==> src/rtl/prbs_rand_pkg.sv <==
package prbs_rand_pkg;

  typedef enum logic {
    POLY_LONG  = 1'b0,
    POLY_SHORT = 1'b1
  } poly_sel_e;

  typedef enum logic {
    ORDER_RAND_FIRST = 1'b0,
    ORDER_FEC_FIRST  = 1'b1
  } order_e;

  typedef struct packed {
    logic valid;
    logic data;
  } bit_beat_t;

endpackage

==> src/rtl/prbs_rst_sync.sv <==
module prbs_rst_sync #(
  parameter int STAGES = 2
) (
  input  logic clk,
  input  logic rst_n,
  output logic rst_n_sync
);

  logic [STAGES-1:0] sync_q;
  logic [STAGES-1:0] sync_d;

  always_comb begin
    sync_d = {sync_q[STAGES-2:0], 1'b1};
  end

  always_ff @(posedge clk or negedge rst_n) begin
    if (!rst_n) begin
      sync_q <= '0;
    end else begin
      sync_q <= sync_d;
    end
  end

  assign rst_n_sync = sync_q[STAGES-1];

endmodule

==> src/rtl/prbs_lfsr_step.sv <==
module prbs_lfsr_step #(
  parameter int USED_W = 15,
  parameter int TAP_HI = 14,
  parameter int TAP_LO = 13
) (
  input  logic [USED_W-1:0] cur_state,
  output logic              feedback,
  output logic [USED_W-1:0] nxt_state
);

  always_comb begin
    feedback  = cur_state[TAP_HI] ^ cur_state[TAP_LO];
    nxt_state = {cur_state[USED_W-2:0], feedback};
  end

endmodule

==> src/rtl/prbs_scrambler_core.sv <==
module prbs_scrambler_core
  import prbs_rand_pkg::*;
#(
  parameter int STATE_W      = 15,
  parameter int SHORT_W      = 6,
  parameter int LONG_TAP_HI  = 14,
  parameter int LONG_TAP_LO  = 13,
  parameter int SHORT_TAP_HI = 5,
  parameter int SHORT_TAP_LO = 4
) (
  input  logic               clk,
  input  logic               rst_n,
  input  logic               enable,
  input  poly_sel_e          poly_sel,
  input  logic [STATE_W-1:0] seed,
  input  logic               frame_start,
  input  logic               in_valid,
  input  logic               in_bit,
  output logic               out_valid,
  output logic               out_bit,
  output logic [STATE_W-1:0] lfsr_state,
  output poly_sel_e          active_poly
);

  localparam int NUM_POLY = 2;
  localparam int PAD_W    = STATE_W - SHORT_W;

  logic [STATE_W-1:0] state_q, state_d, eff_state, seed_eff;
  poly_sel_e          poly_q, poly_d, eff_poly;
  logic               state_en, adv, fb_sel;
  logic               out_valid_q, out_bit_q, out_bit_d;
  logic [NUM_POLY-1:0] fb_v;
  logic [STATE_W-1:0]  nxt_v [NUM_POLY];

  // one next-state generator per selectable polynomial
  for (genvar g = 0; g < NUM_POLY; g++) begin : g_poly
    localparam int USED = (g == 0) ? STATE_W : SHORT_W;
    localparam int THI  = (g == 0) ? LONG_TAP_HI : SHORT_TAP_HI;
    localparam int TLO  = (g == 0) ? LONG_TAP_LO : SHORT_TAP_LO;
    logic [USED-1:0] nxt_raw;
    prbs_lfsr_step #(
      .USED_W (USED),
      .TAP_HI (THI),
      .TAP_LO (TLO)
    ) u_step (
      .cur_state (eff_state[USED-1:0]),
      .feedback  (fb_v[g]),
      .nxt_state (nxt_raw)
    );
    assign nxt_v[g] = STATE_W'(nxt_raw);
  end

  // next-state logic
  always_comb begin
    if (poly_sel == POLY_SHORT) begin
      seed_eff = {{PAD_W{1'b0}}, seed[SHORT_W-1:0]};
    end else begin
      seed_eff = seed;
    end
    eff_state = frame_start ? seed_eff : state_q;
    eff_poly  = frame_start ? poly_sel : poly_q;
    adv       = in_valid & enable;
    fb_sel    = (eff_poly == POLY_SHORT) ? fb_v[1] : fb_v[0];
    if (adv) begin
      state_d = (eff_poly == POLY_SHORT) ? nxt_v[1] : nxt_v[0];
    end else begin
      state_d = eff_state;
    end
    poly_d    = eff_poly;
    state_en  = frame_start | adv;
    out_bit_d = in_bit ^ (adv & fb_sel);
  end

  // registers
  always_ff @(posedge clk or negedge rst_n) begin
    if (!rst_n) begin
      state_q <= '0;
      poly_q  <= POLY_LONG;
    end else if (state_en) begin
      state_q <= state_d;
      poly_q  <= poly_d;
    end
  end

  always_ff @(posedge clk or negedge rst_n) begin
    if (!rst_n) begin
      out_valid_q <= 1'b0;
    end else begin
      out_valid_q <= in_valid;
    end
  end

  always_ff @(posedge clk or negedge rst_n) begin
    if (!rst_n) begin
      out_bit_q <= 1'b0;
    end else if (in_valid) begin
      out_bit_q <= out_bit_d;
    end
  end

  assign out_valid   = out_valid_q;
  assign out_bit     = out_bit_q;
  assign lfsr_state  = state_q;
  assign active_poly = poly_q;

endmodule

==> src/rtl/prbs_order_mux.sv <==
module prbs_order_mux
  import prbs_rand_pkg::*;
(
  input  order_e    order,
  input  bit_beat_t src_in,
  input  bit_beat_t scr_out,
  input  bit_beat_t fec_rx,
  output bit_beat_t scr_in,
  output bit_beat_t fec_tx,
  output bit_beat_t dst_out
);

  always_comb begin
    case (order)
      ORDER_FEC_FIRST: begin
        fec_tx  = src_in;
        scr_in  = fec_rx;
        dst_out = scr_out;
      end
      default: begin
        scr_in  = src_in;
        fec_tx  = scr_out;
        dst_out = fec_rx;
      end
    endcase
  end

endmodule

==> src/rtl/prbs_randomizer.sv <==
module prbs_randomizer
  import prbs_rand_pkg::*;
#(
  parameter int STATE_W      = 15,
  parameter int SHORT_W      = 6,
  parameter int LONG_TAP_HI  = 14,
  parameter int LONG_TAP_LO  = 13,
  parameter int SHORT_TAP_HI = 5,
  parameter int SHORT_TAP_LO = 4,
  parameter int SYNC_STAGES  = 2
) (
  input  logic               clk,
  input  logic               rst_n,
  input  logic               cfg_enable,
  input  logic               cfg_poly_sel,
  input  logic [STATE_W-1:0] cfg_seed,
  input  logic               cfg_order,
  input  logic               frame_start,
  input  logic               in_valid,
  input  logic               in_bit,
  output logic               out_valid,
  output logic               out_bit,
  output logic               fec_tx_valid,
  output logic               fec_tx_bit,
  input  logic               fec_rx_valid,
  input  logic               fec_rx_bit
);

  logic               rst_n_sync;
  bit_beat_t          src_in, scr_in, scr_out, fec_rx, fec_tx, dst_out;
  logic               scr_in_valid, scr_in_bit, scr_out_valid, scr_out_bit;
  logic [STATE_W-1:0] lfsr_state;
  poly_sel_e          active_poly;

  prbs_rst_sync #(
    .STAGES (SYNC_STAGES)
  ) u_rst_sync (
    .clk        (clk),
    .rst_n      (rst_n),
    .rst_n_sync (rst_n_sync)
  );

  assign src_in       = '{valid: in_valid, data: in_bit};
  assign fec_rx       = '{valid: fec_rx_valid, data: fec_rx_bit};
  assign scr_out      = '{valid: scr_out_valid, data: scr_out_bit};
  assign scr_in_valid = scr_in.valid;
  assign scr_in_bit   = scr_in.data;

  prbs_order_mux u_order (
    .order   (order_e'(cfg_order)),
    .src_in  (src_in),
    .scr_out (scr_out),
    .fec_rx  (fec_rx),
    .scr_in  (scr_in),
    .fec_tx  (fec_tx),
    .dst_out (dst_out)
  );

  prbs_scrambler_core #(
    .STATE_W      (STATE_W),
    .SHORT_W      (SHORT_W),
    .LONG_TAP_HI  (LONG_TAP_HI),
    .LONG_TAP_LO  (LONG_TAP_LO),
    .SHORT_TAP_HI (SHORT_TAP_HI),
    .SHORT_TAP_LO (SHORT_TAP_LO)
  ) u_core (
    .clk         (clk),
    .rst_n       (rst_n_sync),
    .enable      (cfg_enable),
    .poly_sel    (poly_sel_e'(cfg_poly_sel)),
    .seed        (cfg_seed),
    .frame_start (frame_start),
    .in_valid    (scr_in_valid),
    .in_bit      (scr_in_bit),
    .out_valid   (scr_out_valid),
    .out_bit     (scr_out_bit),
    .lfsr_state  (lfsr_state),
    .active_poly (active_poly)
  );

  assign fec_tx_valid = fec_tx.valid;
  assign fec_tx_bit   = fec_tx.data;
  assign out_valid    = dst_out.valid;
  assign out_bit      = dst_out.data;

endmodule

==> config.mk <==
export PLATFORM = sky130hd
export DESIGN_NAME = prbs_randomizer
export DESIGN_NICKNAME = d
export VERILOG_FILES = /design/src/rtl/prbs_rand_pkg.sv /design/src/rtl/prbs_rst_sync.sv /design/src/rtl/prbs_lfsr_step.sv /design/src/rtl/prbs_scrambler_core.sv /design/src/rtl/prbs_order_mux.sv /design/src/rtl/prbs_randomizer.sv
export SDC_FILE = /design/constraint.sdc
export NUM_CORES = 1
export LEC_CHECK = 0
export ABC_AREA = 1
export BUFFER_PORTS_ARGS = -buffer_cell sky130_fd_sc_hd__buf_2
export CORE_AREA = 2 2 65 67
export CTS_CLUSTER_DIAMETER = 60
export CTS_CLUSTER_SIZE = 25
export DETAILED_ROUTE_END_ITERATION = 8
export DIE_AREA = 0 0 67 69
export PLACE_DENSITY = 0.45
export SLEW_MARGIN = 20
export SYNTH_ARGS = -nofsm -noshare
export SYNTH_HDL_FRONTEND = slang
export SYNTH_SLANG_ARGS = --single-unit
==> constraint.sdc <==
create_clock -name clk -period 1.05 [get_ports clk]
set_input_delay 0.21 -clock clk [delete_from_list [all_inputs] [get_ports clk]]
set_output_delay 0.21 -clock clk [all_outputs]
set_load 0.02 [all_outputs]
## Yosys cells after proc, flatten, opt, wreduce, memory -nomap -nowiden

Cells that the tools add are included.

- Muxes and demuxes: 9
- Bitwise logic cells: 6

Operators by type and width:

| cell | count |
|---|---|
| 15-bit 2-to-1 mux | 4 |
| 2-bit 2-to-1 mux | 3 |
| 1-bit bitwise XOR | 3 |
| 1-bit bitwise AND | 2 |
| 1-bit 2-to-1 mux | 2 |
| 1-bit OR | 1 |

- Output and inout port bits: 4
- Word-level logic and storage cells: 20
- Flip-flop bits (word level): 20

## Logic depth before layout (Yosys ltp)

- Word-level depth: 6
- Gate-level depth with buffers: 12
- Depth with buffers taken out: 11

## By module

A second synthesis with hierarchy kept.

- Cell total of the unflattened synthesis: 195
- Area total of the unflattened synthesis: 1391.3 µm²

Modules (own cells, without submodules):

| module | area each (µm²) | cells each | times used |
|---|---|---|---|
| prbs_scrambler_core | 1071.0 | 142 | 1 |
| prbs_lfsr_step (u_core.g_poly[0].u_step) | 131.4 | 20 | 1 |
| prbs_order_mux | 71.3 | 19 | 1 |
| prbs_lfsr_step (u_core.g_poly[1].u_step) | 63.8 | 11 | 1 |
| prbs_rst_sync | 53.8 | 3 | 1 |

## Least setup slack after synthesis

Ideal clock, no wire load.

- Path type: input -> register
- From: input cfg_order
- To: register u_core.state_q[10] (netlist: u_core.lfsr_state[10])
- Stages: 7
- Setup slack: 10 ps
- Library setup time: 121 ps
- Arrival: 919 ps
- Data required time: 929 ps
- Cells stage by stage: buf_6 nand2_2 o21ai_2 inv_2 nand2_4 buf_6 a22o_1

- Longest elaborated chain between the ends: 3
- Elaborated cells on any way between the ends: 4
- Those cells by class: mux (2); bitwise (2)

RTL lines:

| item | RTL line | text |
|---|---|---|
| start: declaration | prbs_randomizer.sv:17 | `input logic cfg_order,` |
| 2-bit 2-to-1 mux (*) | prbs_order_mux.sv:14 | `case (order)` |
| named net u_core.in_valid | prbs_scrambler_core.sv:17 | `input logic in_valid,` |
| 1-bit bitwise AND (*) | prbs_scrambler_core.sv:62 | `adv = in_valid & enable;` |
| 15-bit 2-to-1 mux / 1-bit OR (equally long branches) | prbs_scrambler_core.sv:64, prbs_scrambler_core.sv:70 |  |
| end signal: assignment | prbs_scrambler_core.sv:80 | `state_q <= state_d;` |
| end: declaration | prbs_scrambler_core.sv:28 | `logic [STATE_W-1:0] state_q, state_d, eff_state, seed_eff;` |

Mark *: on every way through the listed nets, which the timed path passes. The rest lies on a longest branch.
A chain may end at the register's enable or synchronous reset.

## Worst setup path after layout

- From: register u_core.out_bit_q (netlist: u_core.out_bit)
- To: output fec_tx_bit

- Longest elaborated chain between the ends: 1

RTL lines:

| item | RTL line | text |
|---|---|---|
| start: declaration | prbs_scrambler_core.sv:31 | `logic out_valid_q, out_bit_q, out_bit_d;` |
| start signal: assignment | prbs_scrambler_core.sv:97 | `out_bit_q <= out_bit_d;` |
| 2-bit 2-to-1 mux | prbs_order_mux.sv:14 |  |
| end: declaration | prbs_randomizer.sv:24 | `output logic fec_tx_bit,` |

No other way between the ends.

==> impl_metrics.ini <==
[logic_synthesis]
synth_compound_area_share_pct = 11.1
synthXorXnorAreaFrac_pct = 0
syn_nets = 156
synth_mux_area_share_pct = 2.91
syn_inst = 131
synth_fa_ha_area_share_pct = 0
ys_top_cells_by_count = 45 x nand2_1, 20 x dfrtp_1, 11 x nand2_2
synth_edf_count = 0
yosysSeqAreaShare_pct = 44.7
synth.most_common_cell = nand2_1
syn_area_sq_mm = 0.00112
ys.warnings.count = 0
synth_top_cell_area_share_pct = 44.7
ys.flop_type = dfrtp_1
ys_types = 19
syn_avg_cell_area_sq_um = 8.55
ys_async_sr_fraction_pct = 100
yosys-top-cells-area = dfrtp_1 45%, nand2_1 15%, nand2_2 6.1%, a22o_1 5.5%, nand3_2 4.5%
synth-simple-area-share_pct = 32.7
synth_top_cell_by_area = dfrtp_1
synth_top_family_by_area = simple AND/OR/NAND/NOR gates
ys_seq_elements = 20

[sta]
setup_slack_ns = -0.229
fin_crit_sh_pct = 122
clock.fmax_ghz = 0.782
fin_crit_ns = 1.28
slew_violations = 0
rsz0062_at_grt = yes
finalSetupViolCount = 9
finalHoldViolCount = 0
finClkSkew_ns = 0.00574
worst_hold_slack_ns = 0.208

[clock_network]
root_buffer = clkbuf_8
clk_latency_ns = 0.26
path_clk_slew_ns = 0.08
cts_buffer_depth = 2
cts_sinks = 20
cts_tree = yes
htreeDepth = 1
cts_buffers = 3

[power]
power_uw = 2160
p_leak_uw = 0.000808
ir_worst_vdd_mv = 0.861
p_per_area_mw_per_mm2 = 1410

[grt]
first_global_vias = 1017
grt_max_degree = 19
grtUsageTotal_pct = 12.3
grt_pass1_wl_mm = 4.48
antenna_found_initial = 0
grt.overflow.total = 0

[job]
drv_cap = 0

[setup_path]
slowest_stage = dfrtp_1
cp.arrival_ns = 1.07
worstSetupPathType = flop to primary output
cp_num_buf_inv = 1
cp_max_fo = 3
end_kind = primary output
required_ns = 0.84
cp_cell_sequence = mux2_2 -> buf_6
cpPeakStageDelay_ns = 0.40
critPathLaunchType = flop
crit_family = flip-flops

[die]
die_w_microns = 67
start_util_pct = 28.6
num_rows = 23
dieArea_sq_mm = 0.00462
core_area_sq_mm = 0.00391
io_pins = 29
die_h_microns = 69

[route]
route.vias.total = 984
drt_iter0_drc = 37
vias_per_cell = 4.37
routed_wl_mm = 2.56
final_antenna_net_count = 0
drc = 0
wl_per_cell_microns = 11.4
drtPass1Iterations = 4

[placed_design]
dp_cells = 216
portBuffers = 28
globalplace.congestion = 0.768
place_hpwl_mm = 1.87

[cells_and_area]
drive_above_1_share_pct = 45.1
instances_no_fill = 225
fillers = 421
num-nets-final = 201
diodes = 0
syn_to_final_growth_pct = 36.6

[worst_hold_path]
holdCritPathClass = flop to asynchronous set/reset pin

[outcome]
violations = setup timing
status = complete, but fails checks
[final timing paths]
path / cells past startpoint / slack, ns / startpoint / to
min in group clk: 4 / 0.24 / in_valid / u_core.out_bit$_DFFE_PN0P_
hold reg to reg: 1 / 0.21 / u_rst_sync.sync_q[1]$_DFF_PN0_ / u_core.lfsr_state[2]$_DFFE_PN0P_
hold / removal: 1 / 0.21 / u_rst_sync.sync_q[1]$_DFF_PN0_ / u_core.lfsr_state[2]$_DFFE_PN0P_
setup reg to reg: 7 / -0.04 / u_core.active_poly$_DFFE_PN0P_ / u_core.out_bit$_DFFE_PN0P_
setup / recovery: 2 / -0.23 / u_core.out_bit$_DFFE_PN0P_ / fec_tx_bit
max in group asynchronous: 1 / 0.63 / u_rst_sync.sync_q[1]$_DFF_PN0_ / u_core.lfsr_state[6]$_DFFE_PN0P_
[kinds of logic (layout without fill, tap and decap cells)]
kind of cell / Yosys count / in the layout
buffers and inverters: 16 / 59
AOI/OAI and AO/OA: 18 / 18
other: 1 / 1
muxes: 3 / 3
and+or+nand+nor: 73 / 74
DFF: 20 / 20
[worst register-to-register path: stages (launching register included)]
cell,delay (ns)
dfrtp_1,0.37
o21ai_2,0.14
buf_4,0.13
nand3_2,0.07
nand2_2,0.09
nand3_1,0.07
nand3_1,0.08
nand2_1,0.05
[cell type report]
cell class              instances  area [sq um]  share of cell area (%)
inverters                      11          48.8                    3.19
well taps                      50          62.6                    4.09
clock buffers                   3          41.3                    2.70
repair buffers                 44           305                    20.0
multi-input cells              96           542                    35.4
clock inverters                 1          30.0                    1.96
flip-flops and latches         20           500                    32.7
[what timing repair did]
| action | 4_1_cts | 5_1_grt |
|---|---|---|
| hold endpoints to repair | 2 | 0 |
| hold buffers | 1 | 0 |
| setup buffers | 1 | 2 |
| resized for setup | 7 | 7 |
| cloned | 1 | 0 |
| pin swaps | 4 | 6 |
| setup endpoints to repair | 14 | 17 |
[power breakdown]
| group | leakage, uW | total [uW] | switching, uW | internal, uW |
|---|---|---|---|---|
| logic | 0.000521 | 506 | 267 | 239 |
| registers | 0.000251 | 878 | 31.3 | 847 |
| clock network | 0.0000357 | 772 | 264 | 509 |
| total | 0.000808 | 2160 | 562 | 1590 |
[flip-flops by register name (all words and copies together) (netlist names)]
signal,count
u_core.out_bit,1
u_core.active_poly,1
u_rst_sync.sync_q,2
u_core.out_valid,1
u_core.lfsr_state,15
[cell usage in the layout (no fill, tap or decap), drive strengths merged, types with 2 or more instances in the layout]
cell type	instances
a22o	7
buf	43
clkbuf	3
dfrtp	20
inv	11
mux2	2
nand2	58
nand3	14
nor2	2
o21ai	11
[layer usage]
metal	share of wire (%)	routed length, microns	global-route usage (%)	vias to the layer above
met5	0	0	0	-
met2	48	1230	19.6	24
met4	0.55	14	4.08	0
met1	46	1190	17.0	448
met3	4.9	125	1.63	2
li1	-	-	-	510
[per-stage QoR]
stage / setup slack [ns] / setup TNS [ns] / instance area, sq um / utilization [%]
finish: -0.229 / -0.788 / 1530 / 39.1
detailed placement: -0.167 / -1.43 / 1380 / 35.3
CTS: -0.241 / -0.715 / 1490 / 38.1
floorplan: 0.0104 / 0 / 1120 / -
global route: -0.269 / -1.43 / 1530 / 39.1
global placement: -0.143 / -1.31 / 1380 / 35.3
No activity file was read; power rests on OpenSTA's default activity.
